## src/rtl/tmr_pkg.sv

```systemverilog
// Shared types for the up/down timer core.
// Assumes the control word bit layout given in the brief (bits 9:0 used).
package tmr_pkg;

    // Decoded control word, MSB first so a cast from bits 9:0 lines up
    typedef struct packed {
        logic [1:0] ckd;    // sampling clock divide code
        logic       arpe;   // reload buffering enable
        logic [1:0] cms;    // alignment mode
        logic       dir;    // edge-aligned direction, 1 = down
        logic       opm;    // stop at update event
        logic       urs;    // counter-only interrupt source
        logic       udis;   // update suppression
        logic       en;     // counter enable
    } tmr_cfg_t;

    localparam int CFG_W = $bits(tmr_cfg_t);

    typedef enum logic [1:0] {
        ALIGN_EDGE   = 2'd0,
        ALIGN_C_DOWN = 2'd1,
        ALIGN_C_UP   = 2'd2,
        ALIGN_C_BOTH = 2'd3
    } tmr_align_e;

    // Extract the used control fields from a written word
    function automatic tmr_cfg_t cfg_decode(input logic [31:0] word);
        return tmr_cfg_t'(word[CFG_W-1:0]);
    endfunction

endpackage

```

## src/rtl/tmr_cfg_reg.sv

```systemverilog
// Control register of the timer core.
// Holds the decoded control word. A software write has priority over
// the one-pulse stop, which clears only the enable field.
module tmr_cfg_reg
    import tmr_pkg::*;
(
    input  logic        clk,
    input  logic        rst_n,
    input  logic        wr,
    input  logic [31:0] wdata,
    input  logic        stop,
    output tmr_cfg_t    cfg_q
);

    // Load on write, drop enable on one-pulse stop
    always_ff @(posedge clk) begin
        if (!rst_n) begin
            cfg_q <= '0;
        end else if (wr) begin
            cfg_q <= cfg_decode(wdata);
        end else if (stop) begin
            cfg_q.en <= 1'b0;
        end
    end

endmodule

```

## src/rtl/tmr_reload.sv

```systemverilog
// Reload value storage with optional buffering.
// pre_q always holds the newest written value. act_q is the value the
// counter uses: written directly when buffering is off, otherwise copied
// from pre_q on each transfer request.
module tmr_reload #(
    parameter int          CNT_W      = 16,
    parameter logic [CNT_W-1:0] RESET_VAL = '1
) (
    input  logic             clk,
    input  logic             rst_n,
    input  logic             wr,
    input  logic [CNT_W-1:0] wdata,
    input  logic             buffered,
    input  logic             xfer,
    output logic [CNT_W-1:0] pre_q,
    output logic [CNT_W-1:0] act_q
);

    // Capture every software write into the buffer stage
    always_ff @(posedge clk) begin
        if (!rst_n) begin
            pre_q <= RESET_VAL;
        end else if (wr) begin
            pre_q <= wdata;
        end
    end

    // Update the active value: direct write or transfer at update event
    always_ff @(posedge clk) begin
        if (!rst_n) begin
            act_q <= RESET_VAL;
        end else if (wr && !buffered) begin
            act_q <= wdata;
        end else if (xfer) begin
            act_q <= pre_q;
        end
    end

endmodule

```

## src/rtl/tmr_count.sv

```systemverilog
// Count register and direction state of the timer core.
// Computes the next count for edge and centre alignment, flags a wrap
// (overflow or underflow) and a compare hit gated by direction. A
// restart request overrides the step in the same cycle.
module tmr_count
    import tmr_pkg::*;
#(
    parameter int CNT_W = 16
) (
    input  logic             clk,
    input  logic             rst_n,
    input  logic             step,
    input  logic             restart,
    input  tmr_align_e       align,
    input  logic             dir_cfg,
    input  logic [CNT_W-1:0] top,
    input  logic [CNT_W-1:0] restart_val,
    input  logic [CNT_W-1:0] cmp,
    output logic [CNT_W-1:0] cnt_q,
    output logic             dir_q,
    output logic             wrap,
    output logic             hit
);

    localparam logic [CNT_W-1:0] ONE = CNT_W'(1);

    logic [CNT_W-1:0] cnt_nxt;
    logic             dir_nxt;
    logic             gate;

    // Next count, next direction and wrap detection
    always_comb begin
        cnt_nxt = cnt_q;
        dir_nxt = (align == ALIGN_EDGE) ? dir_cfg : dir_q;
        wrap    = 1'b0;
        if (restart) begin
            cnt_nxt = dir_nxt ? restart_val : '0;
        end else if (step) begin
            if (align == ALIGN_EDGE) begin
                if (!dir_nxt) begin
                    if (cnt_q >= top) begin
                        cnt_nxt = '0;
                        wrap    = 1'b1;
                    end else begin
                        cnt_nxt = cnt_q + ONE;
                    end
                end else begin
                    if (cnt_q == '0) begin
                        cnt_nxt = top;
                        wrap    = 1'b1;
                    end else begin
                        cnt_nxt = cnt_q - ONE;
                    end
                end
            end else begin
                if (!dir_q) begin
                    if (cnt_q >= top) begin
                        cnt_nxt = (top == '0) ? '0 : top - ONE;
                        dir_nxt = 1'b1;
                        wrap    = 1'b1;
                    end else begin
                        cnt_nxt = cnt_q + ONE;
                    end
                end else begin
                    if (cnt_q == '0) begin
                        cnt_nxt = (top == '0) ? '0 : ONE;
                        dir_nxt = 1'b0;
                        wrap    = 1'b1;
                    end else begin
                        cnt_nxt = cnt_q - ONE;
                    end
                end
            end
        end
    end

    // Direction filter for compare hits per alignment mode
    always_comb begin
        unique case (align)
            ALIGN_C_DOWN: gate = dir_nxt;
            ALIGN_C_UP:   gate = !dir_nxt;
            default:      gate = 1'b1;
        endcase
    end

    assign hit = step && !restart && (cnt_nxt == cmp) && gate;

    // Register count and direction
    always_ff @(posedge clk) begin
        if (!rst_n) begin
            cnt_q <= '0;
            dir_q <= 1'b0;
        end else begin
            cnt_q <= cnt_nxt;
            dir_q <= dir_nxt;
        end
    end

endmodule

```

## src/rtl/tmr_div.sv

```systemverilog
// Sampling clock enable divider.
// A free-running counter gives an enable every 1, 2 or 4 clocks.
// Code 3 behaves as code 0.
module tmr_div #(
    parameter int MAX_LOG = 2
) (
    input  logic       clk,
    input  logic       rst_n,
    input  logic [1:0] code,
    output logic       en_out
);

    logic [MAX_LOG-1:0] ph_q;

    // Free-running phase counter
    always_ff @(posedge clk) begin
        if (!rst_n) begin
            ph_q <= '0;
        end else begin
            ph_q <= ph_q + MAX_LOG'(1);
        end
    end

    // Select the enable pattern for the divide code
    always_comb begin
        unique case (code)
            2'd1:    en_out = ph_q[0];
            2'd2:    en_out = &ph_q[1:0];
            default: en_out = 1'b1;
        endcase
    end

endmodule

```

## src/rtl/updown_tmr_core.sv

```systemverilog
// Up/down timer counter core, top level.
// Joins the control register, reload storage, counter and divider, and
// forms the update event, the one-clock update pulse and the two sticky
// flags. All write strobes are single-cycle; inputs are synchronous.
module updown_tmr_core
    import tmr_pkg::*;
#(
    parameter int CNT_W = 16
) (
    input  logic             clk,
    input  logic             rst_n,
    input  logic             ctrl_wr,
    input  logic [31:0]      ctrl_wdata,
    input  logic             reload_wr,
    input  logic [CNT_W-1:0] reload_wdata,
    input  logic             cmp_wr,
    input  logic [CNT_W-1:0] cmp_wdata,
    input  logic             tick,
    input  logic             sw_update,
    input  logic             ext_update,
    input  logic             clr_upd,
    input  logic             clr_cmp,
    output logic [CNT_W-1:0] cnt_q,
    output logic             dir_q,
    output logic             en_q,
    output logic             upd_pulse,
    output logic             upd_flag,
    output logic             cmp_flag,
    output logic             dts_tick
);

    tmr_cfg_t         cfg_q;
    logic [CNT_W-1:0] arr_pre;
    logic [CNT_W-1:0] arr_act;
    logic [CNT_W-1:0] cmp_q;
    logic             step;
    logic             req;
    logic             restart;
    logic             wrap;
    logic             hit;
    logic             uev;
    logic             irq_set;

    assign step    = tick && cfg_q.en;
    assign req     = sw_update || ext_update;
    assign restart = req && !cfg_q.udis;
    assign uev     = !cfg_q.udis && (req || wrap);
    assign irq_set = uev && (wrap || !cfg_q.urs);
    assign en_q    = cfg_q.en;

    tmr_cfg_reg u_cfg (
        .clk   (clk),
        .rst_n (rst_n),
        .wr    (ctrl_wr),
        .wdata (ctrl_wdata),
        .stop  (uev && cfg_q.opm),
        .cfg_q (cfg_q)
    );

    tmr_reload #(.CNT_W(CNT_W)) u_reload (
        .clk      (clk),
        .rst_n    (rst_n),
        .wr       (reload_wr),
        .wdata    (reload_wdata),
        .buffered (cfg_q.arpe),
        .xfer     (uev),
        .pre_q    (arr_pre),
        .act_q    (arr_act)
    );

    tmr_count #(.CNT_W(CNT_W)) u_count (
        .clk         (clk),
        .rst_n       (rst_n),
        .step        (step),
        .restart     (restart),
        .align       (tmr_align_e'(cfg_q.cms)),
        .dir_cfg     (cfg_q.dir),
        .top         (arr_act),
        .restart_val (arr_pre),
        .cmp         (cmp_q),
        .cnt_q       (cnt_q),
        .dir_q       (dir_q),
        .wrap        (wrap),
        .hit         (hit)
    );

    tmr_div #(.MAX_LOG(2)) u_div (
        .clk    (clk),
        .rst_n  (rst_n),
        .code   (cfg_q.ckd),
        .en_out (dts_tick)
    );

    // Compare value register
    always_ff @(posedge clk) begin
        if (!rst_n) begin
            cmp_q <= '0;
        end else if (cmp_wr) begin
            cmp_q <= cmp_wdata;
        end
    end

    // Update pulse and sticky flags; a set beats a same-cycle clear
    always_ff @(posedge clk) begin
        if (!rst_n) begin
            upd_pulse <= 1'b0;
            upd_flag  <= 1'b0;
            cmp_flag  <= 1'b0;
        end else begin
            upd_pulse <= uev;
            upd_flag  <= irq_set || (upd_flag && !clr_upd);
            cmp_flag  <= hit || (cmp_flag && !clr_cmp);
        end
    end

endmodule

```

## config.mk

```make
export PLATFORM = sky130hd
export DESIGN_NAME = updown_tmr_core
export DESIGN_NICKNAME = d
export VERILOG_FILES = /design/src/rtl/tmr_pkg.sv /design/src/rtl/tmr_cfg_reg.sv /design/src/rtl/tmr_reload.sv /design/src/rtl/tmr_count.sv /design/src/rtl/tmr_div.sv /design/src/rtl/updown_tmr_core.sv
export SDC_FILE = /design/constraint.sdc
export NUM_CORES = 1
export LEC_CHECK = 0
export CAP_MARGIN = 20
export CORE_AREA = 2 2 115 117
export CTS_CLUSTER_DIAMETER = 30
export DETAILED_ROUTE_END_ITERATION = 8
export DIE_AREA = 0 0 117 119
export DONT_BUFFER_PORTS = 1
export PLACE_DENSITY = 0.62
export REMOVE_ABC_BUFFERS = 1
export SYNTH_ARGS = -nofsm -noshare
export SYNTH_HDL_FRONTEND = slang
export SYNTH_SLANG_ARGS = --single-unit
```

## constraint.sdc

```tcl
create_clock -name clk -period 8.1 [get_ports clk]
set_clock_uncertainty 0.1 [all_clocks]
set_input_delay 1.62 -clock clk [delete_from_list [all_inputs] [get_ports clk]]
set_output_delay 1.62 -clock clk [all_outputs]
set_load 0.01 [all_outputs]
```

## Yosys cells after proc, flatten, opt, wreduce, memory -nomap -nowiden

Cells that the tools add are included.

- Add/subtract/negate cells: 4
- Magnitude comparators: 1
- Equality and inequality tests: 5
- Multiplexer cells: 32
- Reduce and logical (&&, ||, !) cells: 29

Operators with widths:

| kind | count |
|---|---|
| $mux 16 | 13 |
| $logic_not 16->1 | 2 |
| $sub 16x1->16 const B | 2 |
| $mux 1 | 17 |
| $add 16x1->16 const B | 1 |
| $eq 16x16->1 | 1 |
| $ge 16x16->1 | 1 |
| $logic_and 1x1->1 | 11 |
| $logic_not 1->1 | 7 |
| $logic_or 1x1->1 | 5 |
| $eq 2x1->1 const B | 2 |
| $eq 2x2->1 const B | 2 |
| $pmux 1 s2 | 2 |
| $reduce_bool 2->1 | 2 |
| $add 2x1->2 const B | 1 |
| $logic_not 2->1 | 1 |
| $reduce_and 2->1 | 1 |

- Register bits after elaboration: 80
- Input bits: 74
- Output and inout bits: 22
- Logic and storage cells: 88

## Logic depth before layout (Yosys ltp)

Gate-level depths: netlist of the first run.

- Depth after elaboration: 11
- Gate-level depth with buffers: 14
- Mapped depth without buffers: 12

## Modules after synthesis

A second synthesis of the first run with hierarchy kept.

- Cell total of the unflattened synthesis: 732
- Area, all modules: 6144.6 µm²

By module, submodules not included:

| module | times used | cells an instance | area an instance (µm²) | seq. area each (µm²) |
|---|---|---|---|---|
| tmr_count | 1 | 496 | 3384.5 | 340.3 |
| tmr_reload | 1 | 127 | 1521.5 | 640.6 |
| updown_tmr_core | 1 | 67 | 748.2 | 380.4 |
| tmr_cfg_reg | 1 | 32 | 380.4 | 200.2 |
| tmr_div | 1 | 10 | 110.1 | 40.0 |

## Worst setup path before layout of the first run

Ideal clock, no wire load.

- Kind: input to register
- From: in ext_update
- To: reg cmp_flag
- Library setup time: 69 ps
- Arrival time: 3540 ps
- Required time: 7931 ps
- Path slack: 4391 ps
- Cell stages on the path: 9
- Buffers on the path: 1
- Cell sequence: o21ba_2 -> nor2_1 -> clkbuf_1 -> o21ai_0 -> o31ai_1 -> xor2_1 -> a2111oi_2 -> nand4_1 -> o21ai_1

- Longest elaborated chain between the ends: 7
- Elaborated cells between the ends (all ways): 12
- Classes of those cells: eq/ne (1); mux (3); reduce/logical (8)

RTL lines:

| element | RTL line | text |
|---|---|---|
| from (decl) | updown_tmr_core.sv:20 | `input logic ext_update,` |
| $logic_or 1x1->1 * | updown_tmr_core.sv:45 | `assign req = sw_update \|\| ext_update;` |
| $logic_and 1x1->1 * | updown_tmr_core.sv:46 | `assign restart = req && !cfg_q.udis;` |
| $mux 16 (tied with other cells) | tmr_count.sv:36 | `if (restart) begin` |
| $eq 16x16->1 (tied with other cells) | tmr_count.sv:86 | `assign hit = step && !restart && (cnt_nxt == cmp) && gate;` |
| $logic_and 1x1->1 / $pmux 1 s2 (equally long branches) | tmr_count.sv:86, tmr_count.sv:79 |  |
| $logic_and 1x1->1 * | tmr_count.sv:86 |  |
| $logic_or 1x1->1 * | updown_tmr_core.sv:112 | `cmp_flag <= hit \|\| (cmp_flag && !clr_cmp);` |
| to (signal assigned) | updown_tmr_core.sv:112 |  |
| to (decl) | updown_tmr_core.sv:28 | `output logic cmp_flag,` |

Mark *: on every way between the ends. The rest lies on a longest branch, timed or not.
A chain may end at the register's enable or synchronous reset.

## Worst setup path in the final report of the first run

- From: reg u_count.cnt_q[0]
- To: reg cmp_flag

- Longest elaborated chain between the ends: 10
- Elaborated cells between the ends (all ways): 25
- Classes of those cells: add/sub (2); order compare (1); eq/ne (1); mux (16); reduce/logical (5)

RTL lines:

| element | RTL line | text |
|---|---|---|
| from (decl) | tmr_count.sv:19 | `output logic [CNT_W-1:0] cnt_q,` |
| from (signal assigned) | tmr_count.sv:94 | `cnt_q <= cnt_nxt;` |
| $add 16x1->16 (tied with other cells) | tmr_count.sv:45, tmr_count.sv:62 |  |
| $mux 16 (tied with other cells) | tmr_count.sv:57 | `if (cnt_q >= top) begin` |
| $mux 16 (tied with other cells) | tmr_count.sv:56 | `if (!dir_q) begin` |
| $mux 16 / $mux 1 (equally long branches) | tmr_count.sv:39 | `if (align == ALIGN_EDGE) begin` |
| $mux 16 / $mux 1 (equally long branches) | tmr_count.sv:38 | `end else if (step) begin` |
| $mux 16 / $mux 1 (equally long branches) | tmr_count.sv:36 |  |
| $eq 16x16->1 / $logic_not 1->1 (equally long branches) | tmr_count.sv:86, tmr_count.sv:81 |  |
| $logic_and 1x1->1 / $pmux 1 s2 (equally long branches) | tmr_count.sv:86, tmr_count.sv:79 |  |
| $logic_and 1x1->1 * | tmr_count.sv:86 |  |
| $logic_or 1x1->1 * | updown_tmr_core.sv:112 |  |

Marks and branches as above.

==> impl_metrics.toml, run 1 <==
[outcome]
status = "completed"

[clock_tree]
cts_buffers = 9
ctsHoldBuffers = 0
cts_buffer_depth = 2
clk_pin_slew_ns = 0.06
post_cts_buffers = 0
clock-sinks = 80
cts_tree = "yes"
post_cts.resized_instances = 0
htreeDepth = 3
clk_latency_ns = 0.36
ctsRootBufferMaster = "clkbuf_16"

[critical_path]
cp_data_arrival_time_ns = 4.85
cp-startpoint = "u_count.cnt_q[0]$_SDFF_PN0_"
r2r_slack_ns = 3.44
start_kind = "register"
critPathKind = "register to register"
timing.rr.start = "u_count.cnt_q[0]$_SDFF_PN0_"
crit_required_ns = 8.29
path_max_fanout = 18
r2r_cells = 12
end_kind = "register"
r2r-end = "cmp_flag$_SDFF_PN0_"

[route]
dr_total_vias = 5925
drt_iter0_markers = 592
wire_per_inst_um = 25.2
drtAntennaViolNets = 0
drc = 0
firstDrtPassIters = 5
avgViaCountPerCell = 6.47
wl_um = 23100

[timing]
max_freq_mhz = 215
tightest_slew_ns = 1.08
final-setup-viol-count = 0
rsz0062_at_grt = "no"
fin_crit_ns = 4.66
setup-tns-final_ns = 0
maxSlewViolCount = 0
period_share = 0.575
max_slew_margin = 0.277
hold_viol_final = 0

[logic_synthesis]
ys_seq_area_frac = 0.259
async_flop_share = 0
synth_area_mm2 = 0.00619
syn_inst = 759
synth_edf_count = 0
ys_ff_latch = 80
ys_warn_count = 0
synth.distinct_cells = 94
avgSynthCellArea_um2 = 8.16
yosys_most_used_dff = "dfxtp_1"

[placement]
dp_cells = 899
postPlaceCellArea_mm2 = 0.00626
port_buffers = 0
place_hpwl_um = 16800
gp_congestion = 0.947

[global_route]
grt_pass1_wl_um = 35100
grtUsageTotal = 0.341
grt_pass1_vias = 5764
grt_max_degree = 43
antenna_found_initial = 1
overflow = 0

[pwr]
powerDensity_mw_per_mm2 = 181
leakagePower_nw = 2.74
total_power_w = 0.00119
ir_worst_vdd_mv = 0.107

[cells_and_area]
drive_above_1_share = 0.101
stdcell_count = 916
nFillCells = 1304
finalNetCount = 836
ff_latch_area_mm2 = 0.00160
area_growth_pct = 6.39
design_area_mm2 = 0.00659
multi_input_comb_area_mm2 = 0.00421

[floorplanning]
io_pins = 96
start_util = 0.481
die_w_um = 117
rows = 42
die_area_mm2 = 0.0139
dieHeight_um = 119
coreArea_mm2 = 0.0129

[worst_hold_path]
hold_start = "u_div.ph_q[0]$_SDFF_PN0_"
holdPathEnd = "u_div.ph_q[0]$_SDFF_PN0_"
min_path_cells = 1
min_path_type = "register to register"

[run]
drv_cap = 0
-- worst max-delay path, stage by stage (launching register included) --
cell	delay, ns
dfxtp_1	0.82
inv_1	0.25
ha_1	0.35
a31oi_1	0.13
nor2b_1	0.11
o31ai_4	0.42
nand3_4	0.36
o311a_1	0.42
o31ai_1	0.65
xor2_1	0.17
a2111oi_2	0.51
nand4_1	0.15
o21ai_1	0.12
-- through the flow --
step / hold WS (ns) / worst slack [ns] / util
2_1_floorplan: 0.318 / 3.96 / -
6_report: 0.350 / 3.44 / 0.512
4_1_cts: 0.354 / 3.57 / 0.509
3_5_place_dp: 0.340 / 3.58 / 0.486
5_1_grt: 0.372 / 3.24 / 0.512
3_3_place_gp: 0.331 / 3.66 / 0.486
-- layer usage --
metal / wire [um] / vias up / global-route usage
met5: 0 / - / 0
met4: 707 / 0 / 0.129
met3: 2270 / 53 / 0.0875
met2: 10300 / 298 / 0.511
met1: 9770 / 2851 / 0.469
li1: - / 2723 / -
-- sequential cells by signal, indices dropped and copies added, names as in the netlist --
register and flops:
cmp_q 16, u_cfg.cfg_q 10, upd_pulse 1, u_count.dir_q 1, upd_flag 1, u_reload.act_q 16, u_reload.pre_q 16, cmp_flag 1
u_div.ph_q 2, u_count.cnt_q 16
-- cell usage after synthesis (4+ instances only) --
master | count | share of area
nor4_1 | 6 | 0.0061
nor2b_1 | 5 | 0.0051
o311ai_1 | 5 | 0.0071
a22oi_1 | 4 | 0.0048
or3_1 | 5 | 0.0051
clkbuf_1 | 30 | 0.018
a31oi_1 | 8 | 0.0081
nand3_1 | 22 | 0.018
nand4_1 | 17 | 0.017
xnor2_1 | 34 | 0.048
o211ai_1 | 15 | 0.018
nor2_1 | 72 | 0.044
a21oi_1 | 27 | 0.022
and3_1 | 16 | 0.016
o21a_1 | 6 | 0.0073
xor2_1 | 11 | 0.016
inv_1 | 31 | 0.019
buf_2 | 10 | 0.0081
buf_6 | 6 | 0.011
mux2i_1 | 48 | 0.078
o21ai_0 | 25 | 0.020
nor3_1 | 15 | 0.012
o311ai_0 | 5 | 0.0071
a221oi_1 | 6 | 0.0085
nand2_1 | 87 | 0.053
and2_1 | 13 | 0.013
ha_1 | 27 | 0.055
o31ai_1 | 6 | 0.0073
dfxtp_1 | 80 | 0.26
o21ai_1 | 5 | 0.0040
o221ai_1 | 6 | 0.0085
o31a_1 | 4 | 0.0057
a211oi_1 | 5 | 0.0061
a22o_1 | 5 | 0.0071
-- placed cells by master, fill, tap and decap left out, drive strengths merged, types with 4 or more instances in the layout --
master	instances
nand4	20
o311ai	10
nand3	25
clkbuf	9
dfxtp	80
inv	32
and3	16
a211oi	7
o31ai	9
nor2	74
nor4	11
o21a	6
xor2	11
buf	16
o21ai	31
a21oi	27
nand2	88
nor2b	5
mux2i	48
and2	14
a221oi	7
a22oi	4
a31oi	9
nor3	19
ha	27
a22o	5
o221ai	6
or3	5
or2	7
o31a	5
o211ai	15
xnor2	34
-- report_power, final --
part | switching (W) | internal (W)
clock | 0.000176 | 0.000238
sequential | 0.0000409 | 0.000419
combinational | 0.000199 | 0.000120
-- final cells by class --
type / count / share of cell area
multi-input cells: 597 / 0.640
flip-flops and latches: 80 / 0.243
clock buffers: 9 / 0.0342
well taps: 176 / 0.0334
repair buffers: 16 / 0.0213
inverters: 31 / 0.0177
clock inverters: 6 / 0.0104
diodes: 1 / 0.000380
-- kinds of logic (layout without fill, tap and decap cells) --
| family | count (synthesis) | in the layout | share of synthesized area |
|---|---|---|---|
| xor+xnor | 45 | 45 | 0.0636 |
| flops | 80 | 80 | 0.259 |
| buf+inv | 82 | 62 | 0.0610 |
| fa+ha+maj | 27 | 27 | 0.0546 |
| mux | 50 | 50 | 0.0812 |
| simple gates | 301 | 301 | 0.262 |
| compound gates | 174 | 174 | 0.219 |
| other cells | 0 | 1 | 0 |
-- worst max-delay path by stage --
stage	to	slack, ns
4_1_cts	cmp_flag$_SDFF_PN0_	3.57
2_1_floorplan	cmp_flag$_SDFF_PN0_	3.96
3_3_place_gp	cmp_flag$_SDFF_PN0_	3.66
5_1_grt	cmp_flag$_SDFF_PN0_	3.24
3_5_place_dp	cmp_flag$_SDFF_PN0_	3.58
6_report	cmp_flag$_SDFF_PN0_	3.44
Power figures use the tool's default switching activity.
==> run 2, diff against run 1 <==
==> constraint.sdc (replaced) <==
create_clock -name clk -period 4.6 [get_ports clk]
set_clock_uncertainty 0.1 [all_clocks]
set_input_delay 0.92 -clock clk [delete_from_list [all_inputs] [get_ports clk]]
set_output_delay 0.92 -clock clk [all_outputs]
set_load 0.01 [all_outputs]
==> run 2 against run 1 <==
Compared with the run above: sequential share of layout area down 0.76 points; clock power increased by 100%; routed wire length rose by 2.5%; non-clock buffer count grew 25; combinational power grew 88%; critical endpoint unchanged; highest routed layer unchanged.
==> impl_metrics.toml, run 2 (synthesis results as in run 1) <==
[placement]
place_hpwl_um = 17800
port_buffers = 0
gp_congestion = 0.993
dp_cells = 924

[run]
drv_cap = 0

[clock_tree]
ctsHoldBuffers = 0
cts_buffers = 9
cts_buffer_depth = 2
cts_tree = "yes"
clk_pin_slew_ns = 0.07
htreeDepth = 3
ctsRootBufferMaster = "clkbuf_16"
clock-sinks = 80
post_cts_buffers = 0
clk_latency_ns = 0.37
post_cts.resized_instances = 0

[route]
firstDrtPassIters = 5
avgViaCountPerCell = 6.33
drtAntennaViolNets = 0
drc = 0
wire_per_inst_um = 25.1
wl_um = 23700
dr_total_vias = 5961
drt_iter0_markers = 486

[pwr]
powerDensity_mw_per_mm2 = 327
total_power_w = 0.00222
ir_worst_vdd_mv = 0.313
leakagePower_nw = 2.88

[timing]
final-setup-viol-count = 0
maxSlewViolCount = 0
holdWs_ns = 0.347
max_freq_mhz = 250
period_share = 0.869
rsz0062_at_grt = "no"
setup-tns-final_ns = 0
fin_crit_ns = 4.00
hold_viol_final = 0
tightest_slew_ns = 1.01
max_slew_margin = 0.327

[critical_path]
cp_data_arrival_time_ns = 4.19
slowest_stage = "a221oi_1"
cp_top_family = "compound AO/OA/AOI/OAI gates"
path_buf_inv = 1
crit_required_ns = 4.80
path_max_fanout = 8
critPathKind = "register to register"
end_kind = "register"
path_cells = "inv_1 -> ha_1 -> a21oi_1 -> o21ai_0 -> a2bb2oi_2 -> a31oi_1 -> a221oi_1 -> nor3_1 -> nor4b_1 -> and4b_1 -> nand4_1 -> o21ai_1"
start_kind = "register"
slowest_delay_ns = 0.72
r2r_slack_ns = 0.60

[cells_and_area]
stdcell_count = 941
nFillCells = 1238
drive_above_1_share = 0.132
area_growth_pct = 9.80
mostFrequentLayoutCell = "nand2_1"
layout_common_cells = "nand2_1 (87), dfxtp_1 (80), nor2_1 (72)"
diodes = 0
finalNetCount = 861

[floorplanning]
coreArea_mm2 = 0.0129
dieHeight_um = 119
start_util = 0.481
die_area_mm2 = 0.0139
rows = 42
die_w_um = 117
io_pins = 96

[global_route]
grt_pass1_vias = 5820
grt_max_degree = 43
globalRouteMet1Util = 0.485
use_met3 = 0.0875
overflow = 0
grtUsageTotal = 0.346
antenna_found_initial = 0
grt_pass1_wl_um = 35300
grt_busiest_layer = "met2"
gr-usage-met2 = 0.491

[outcome]
status = "completed"

[worst_hold_path]
min_path_type = "register to register"
-- run 2: cell count changes in the layout (fill, tap and decap cells not counted) --
cell       delta
diode_2       -1
inv_6         +1
buf_4        +25
bufinv_16     +1
buf_16        -1
inv_8         +2
clkinv_4      -2
clkinv_2      -1
buf_8         +1
-- run 2: cell type report --
cell class                 instances  area [um^2]  area share
multi-input combinational        597         4210       0.620
sequential                        80         1600       0.236
timing repair buffer              41          315      0.0464
clock buffer                       9          225      0.0331
tap                              176          220      0.0324
inverter                          31          116      0.0171
clock inverter                     7          108      0.0158
-- run 2: power by group --
part	switching [W]	internal, W	total [W]
Sequential	0.0000530	0.000737	0.000790
Clock	0.000346	0.000487	0.000834
Combinational	0.000374	0.000227	0.000601
-- run 2: stage by stage --
stage | util | area, um^2 | setup slack [ns]
after floorplan | - | 5930 | 1.16
after global placement | 0.501 | 6450 | 0.664
after global routing | 0.528 | 6800 | 0.418
final | 0.528 | 6800 | 0.605
after detailed placement | 0.501 | 6450 | 0.717
after CTS | 0.527 | 6780 | 0.685
-- run 2: worst reg2reg max path: stages (launching register included) --
cell,delay (ns)
dfxtp_1,0.44
inv_1,0.09
ha_1,0.30
a21oi_1,0.29
o21ai_0,0.21
a2bb2oi_2,0.48
a31oi_1,0.30
a221oi_1,0.72
nor3_1,0.12
nor4b_1,0.31
and4b_1,0.33
nand4_1,0.11
o21ai_1,0.13
-- run 2: per-layer routing --
metal | wire, um | vias up
met5 | 0 | -
met4 | 1090 | 0
met3 | 1900 | 69
met2 | 10100 | 265
met1 | 10600 | 2847
li1 | - | 2780
-- run 2: path summary, 6_finish.rpt --
path | from | endpoint | depth (start not counted)
min reg2reg | u_div.ph_q[0]$_SDFF_PN0_ | u_div.ph_q[0]$_SDFF_PN0_ | 1
max reg2reg | u_reload.act_q[5]$_SDFFE_PN1P_ | cmp_flag$_SDFF_PN0_ | 12
max | u_reload.act_q[5]$_SDFFE_PN1P_ | cmp_flag$_SDFF_PN0_ | 12
min | u_div.ph_q[0]$_SDFF_PN0_ | u_div.ph_q[0]$_SDFF_PN0_ | 1
==> run 3, diff against run 2 <==
--- a/config.mk
+++ b/config.mk
@@ -12,7 +12,6 @@
 export DIE_AREA = 0 0 117 119
 export DONT_BUFFER_PORTS = 1
 export PLACE_DENSITY = 0.62
-export REMOVE_ABC_BUFFERS = 1
 export SYNTH_ARGS = -nofsm -noshare
 export SYNTH_HDL_FRONTEND = slang
 export SYNTH_SLANG_ARGS = --single-unit
==> run 3 against run 2 <==
Compared with the run above: critical path depth stayed put; via count is 0.75% lower; count of clock-buffer cells in the layout is 2 higher; worst hold slack better by 0.0049 ns; combinational power is 1% lower; cell count is 1.3% lower; maximum frequency is 0.79% lower; die area stayed put; first-iteration DRC count is 4.3% higher; register-to-register slack worse by 0.03 ns; non-clock buffer count is 12 lower; sequential power is 2% higher; critical endpoint unchanged; largest power group is now registers; highest routed layer unchanged.
==> impl_metrics.toml, run 3 (synthesis results as in run 1) <==
[timing]
maxSlewViolCount = 0
setup-tns-final_ns = 0
hold_viol_final = 0
max_slew_margin = 0.341
rsz0062_at_grt = "no"
period_share = 0.875
tightest_slew_ns = 0.989
final-setup-viol-count = 0
max_freq_mhz = 248
fin_crit_ns = 4.03

[logic_synthesis]
syn-num-nets = 860

[floorplanning]
coreArea_mm2 = 0.0129
die_area_mm2 = 0.0139
rows = 42
dieHeight_um = 119
start_util = 0.481
io_pins = 96
die_w_um = 117

[critical_path]
end_kind = "register"
r2r_slack_ns = 0.57
path_max_fanout = 18
timing.rr.start = "u_count.cnt_q[13]$_SDFF_PN0_"
cp-startpoint = "u_count.cnt_q[13]$_SDFF_PN0_"
cp_data_arrival_time_ns = 4.21
critPathKind = "register to register"
crit_required_ns = 4.78
start_kind = "register"

[clock_tree]
clock-sinks = 80
clk_pin_slew_ns = 0.06
clk_latency_ns = 0.35
htreeDepth = 3
cts_buffers = 9
post_cts_buffers = 0
post_cts.resized_instances = 0
ctsHoldBuffers = 0
cts_tree = "yes"
ctsRootBufferMaster = "clkbuf_16"
cts_buffer_depth = 2

[cells_and_area]
stdcell_count = 929
diodes = 0
area_growth_pct = 7.78
finalNetCount = 849
layout_common_cells = "nand2_1 (87), dfxtp_1 (80), nor2_1 (72)"
drive_above_1_share = 0.117
mostFrequentLayoutCell = "nand2_1"

[placement]
place_hpwl_um = 17700
gp_congestion = 1.06
dp_cells = 913
port_buffers = 0

[route]
wl_um = 23100
drtAntennaViolNets = 0
wl_met3_um = 1920
wl_met1_um = 10200
wl_met2_um = 10100
drc = 0
wire_per_inst_um = 24.8
avgViaCountPerCell = 6.37
drt_iter0_markers = 507
dr_total_vias = 5916
maxUsedRoutingLayer = "met4"
firstDrtPassIters = 5

[global_route]
grt_pass1_wl_um = 35200
grtUsageTotal = 0.343
grt_pass1_vias = 5855
overflow = 0
grt_max_degree = 43
antenna_found_initial = 0

[pwr]
p_sw_frac = 0.345
clockPowerShare = 0.347
p_sw_w = 0.000736
combPwrFrac = 0.278
leakagePower_nw = 2.80
ir_worst_vdd_mv = 0.243
p_int_w = 0.00140
pwr-share-seq = 0.376
powerDensity_mw_per_mm2 = 320

[run]
drv_cap = 0

[worst_hold_path]
hold_start = "u_div.ph_q[0]$_SDFF_PN0_"
min_path_type = "register to register"

[outcome]
status = "completed"
## run 3: routing by layer
metal  track usage  up-vias
met5             0        -
met4         0.144        0
met3        0.0835       45
met2         0.493      281
met1         0.485     2834
li1              -     2756
## run 3: critical path: stages, from the launching register on
cell and delay, ns:
dfxtp_1 0.64, ha_1 0.28, nand4_2 0.26, nor4_4 0.47, o31ai_4 0.20, nand3_4 0.30, o31ai_1 0.18, or2_1 0.25
o311ai_0 0.66, buf_4 0.22, and4b_1 0.19, nand4_1 0.08, o21ai_1 0.13
## run 3: path summary, 6_finish.rpt
kind                              endpoint  cells past startpoint
setup reg to reg       cmp_flag$_SDFF_PN0_                     12
setup / recovery       cmp_flag$_SDFF_PN0_                     12
hold reg to reg   u_div.ph_q[0]$_SDFF_PN0_                      1
hold / removal    u_div.ph_q[0]$_SDFF_PN0_                      1
## run 3: cell type report
| type | instances | area [um^2] |
|---|---|---|
| fill | 1253 | 6200 |
| multi-input combinational | 597 | 4210 |
| sequential | 80 | 1600 |
| clock buffer | 11 | 243 |
| tap | 176 | 220 |
| timing repair buffer | 29 | 218 |
| inverter | 31 | 116 |
| clock inverter | 5 | 62.6 |
## run 3: power by group through the flow
stage	Combinational [W]	Sequential, W	Clock (W)
6_report	0.000593	0.000802	0.000740
5_1_grt	0.000641	0.000806	0.000784
4_1_cts	0.000580	0.000800	0.000751
3_5_place_dp	0.000575	0.000815	0
3_3_place_gp	0.000571	0.000814	0
2_1_floorplan	0.000436	0.000791	0
## run 3: per-stage QoR
| step | instance area, um^2 | util | hold slack, ns | power (W) | setup slack [ns] |
|---|---|---|---|---|---|
| detailed placement | 6370 | 0.495 | 0.342 | 0.00139 | 0.673 |
| finish | 6670 | 0.518 | 0.352 | 0.00213 | 0.573 |
| global route | 6670 | 0.518 | 0.391 | 0.00223 | 0.422 |
| floorplan | 6190 | - | 0.318 | 0.00123 | 1.37 |
| global placement | 6370 | 0.495 | 0.332 | 0.00139 | 0.740 |
| CTS | 6670 | 0.518 | 0.350 | 0.00213 | 0.649 |
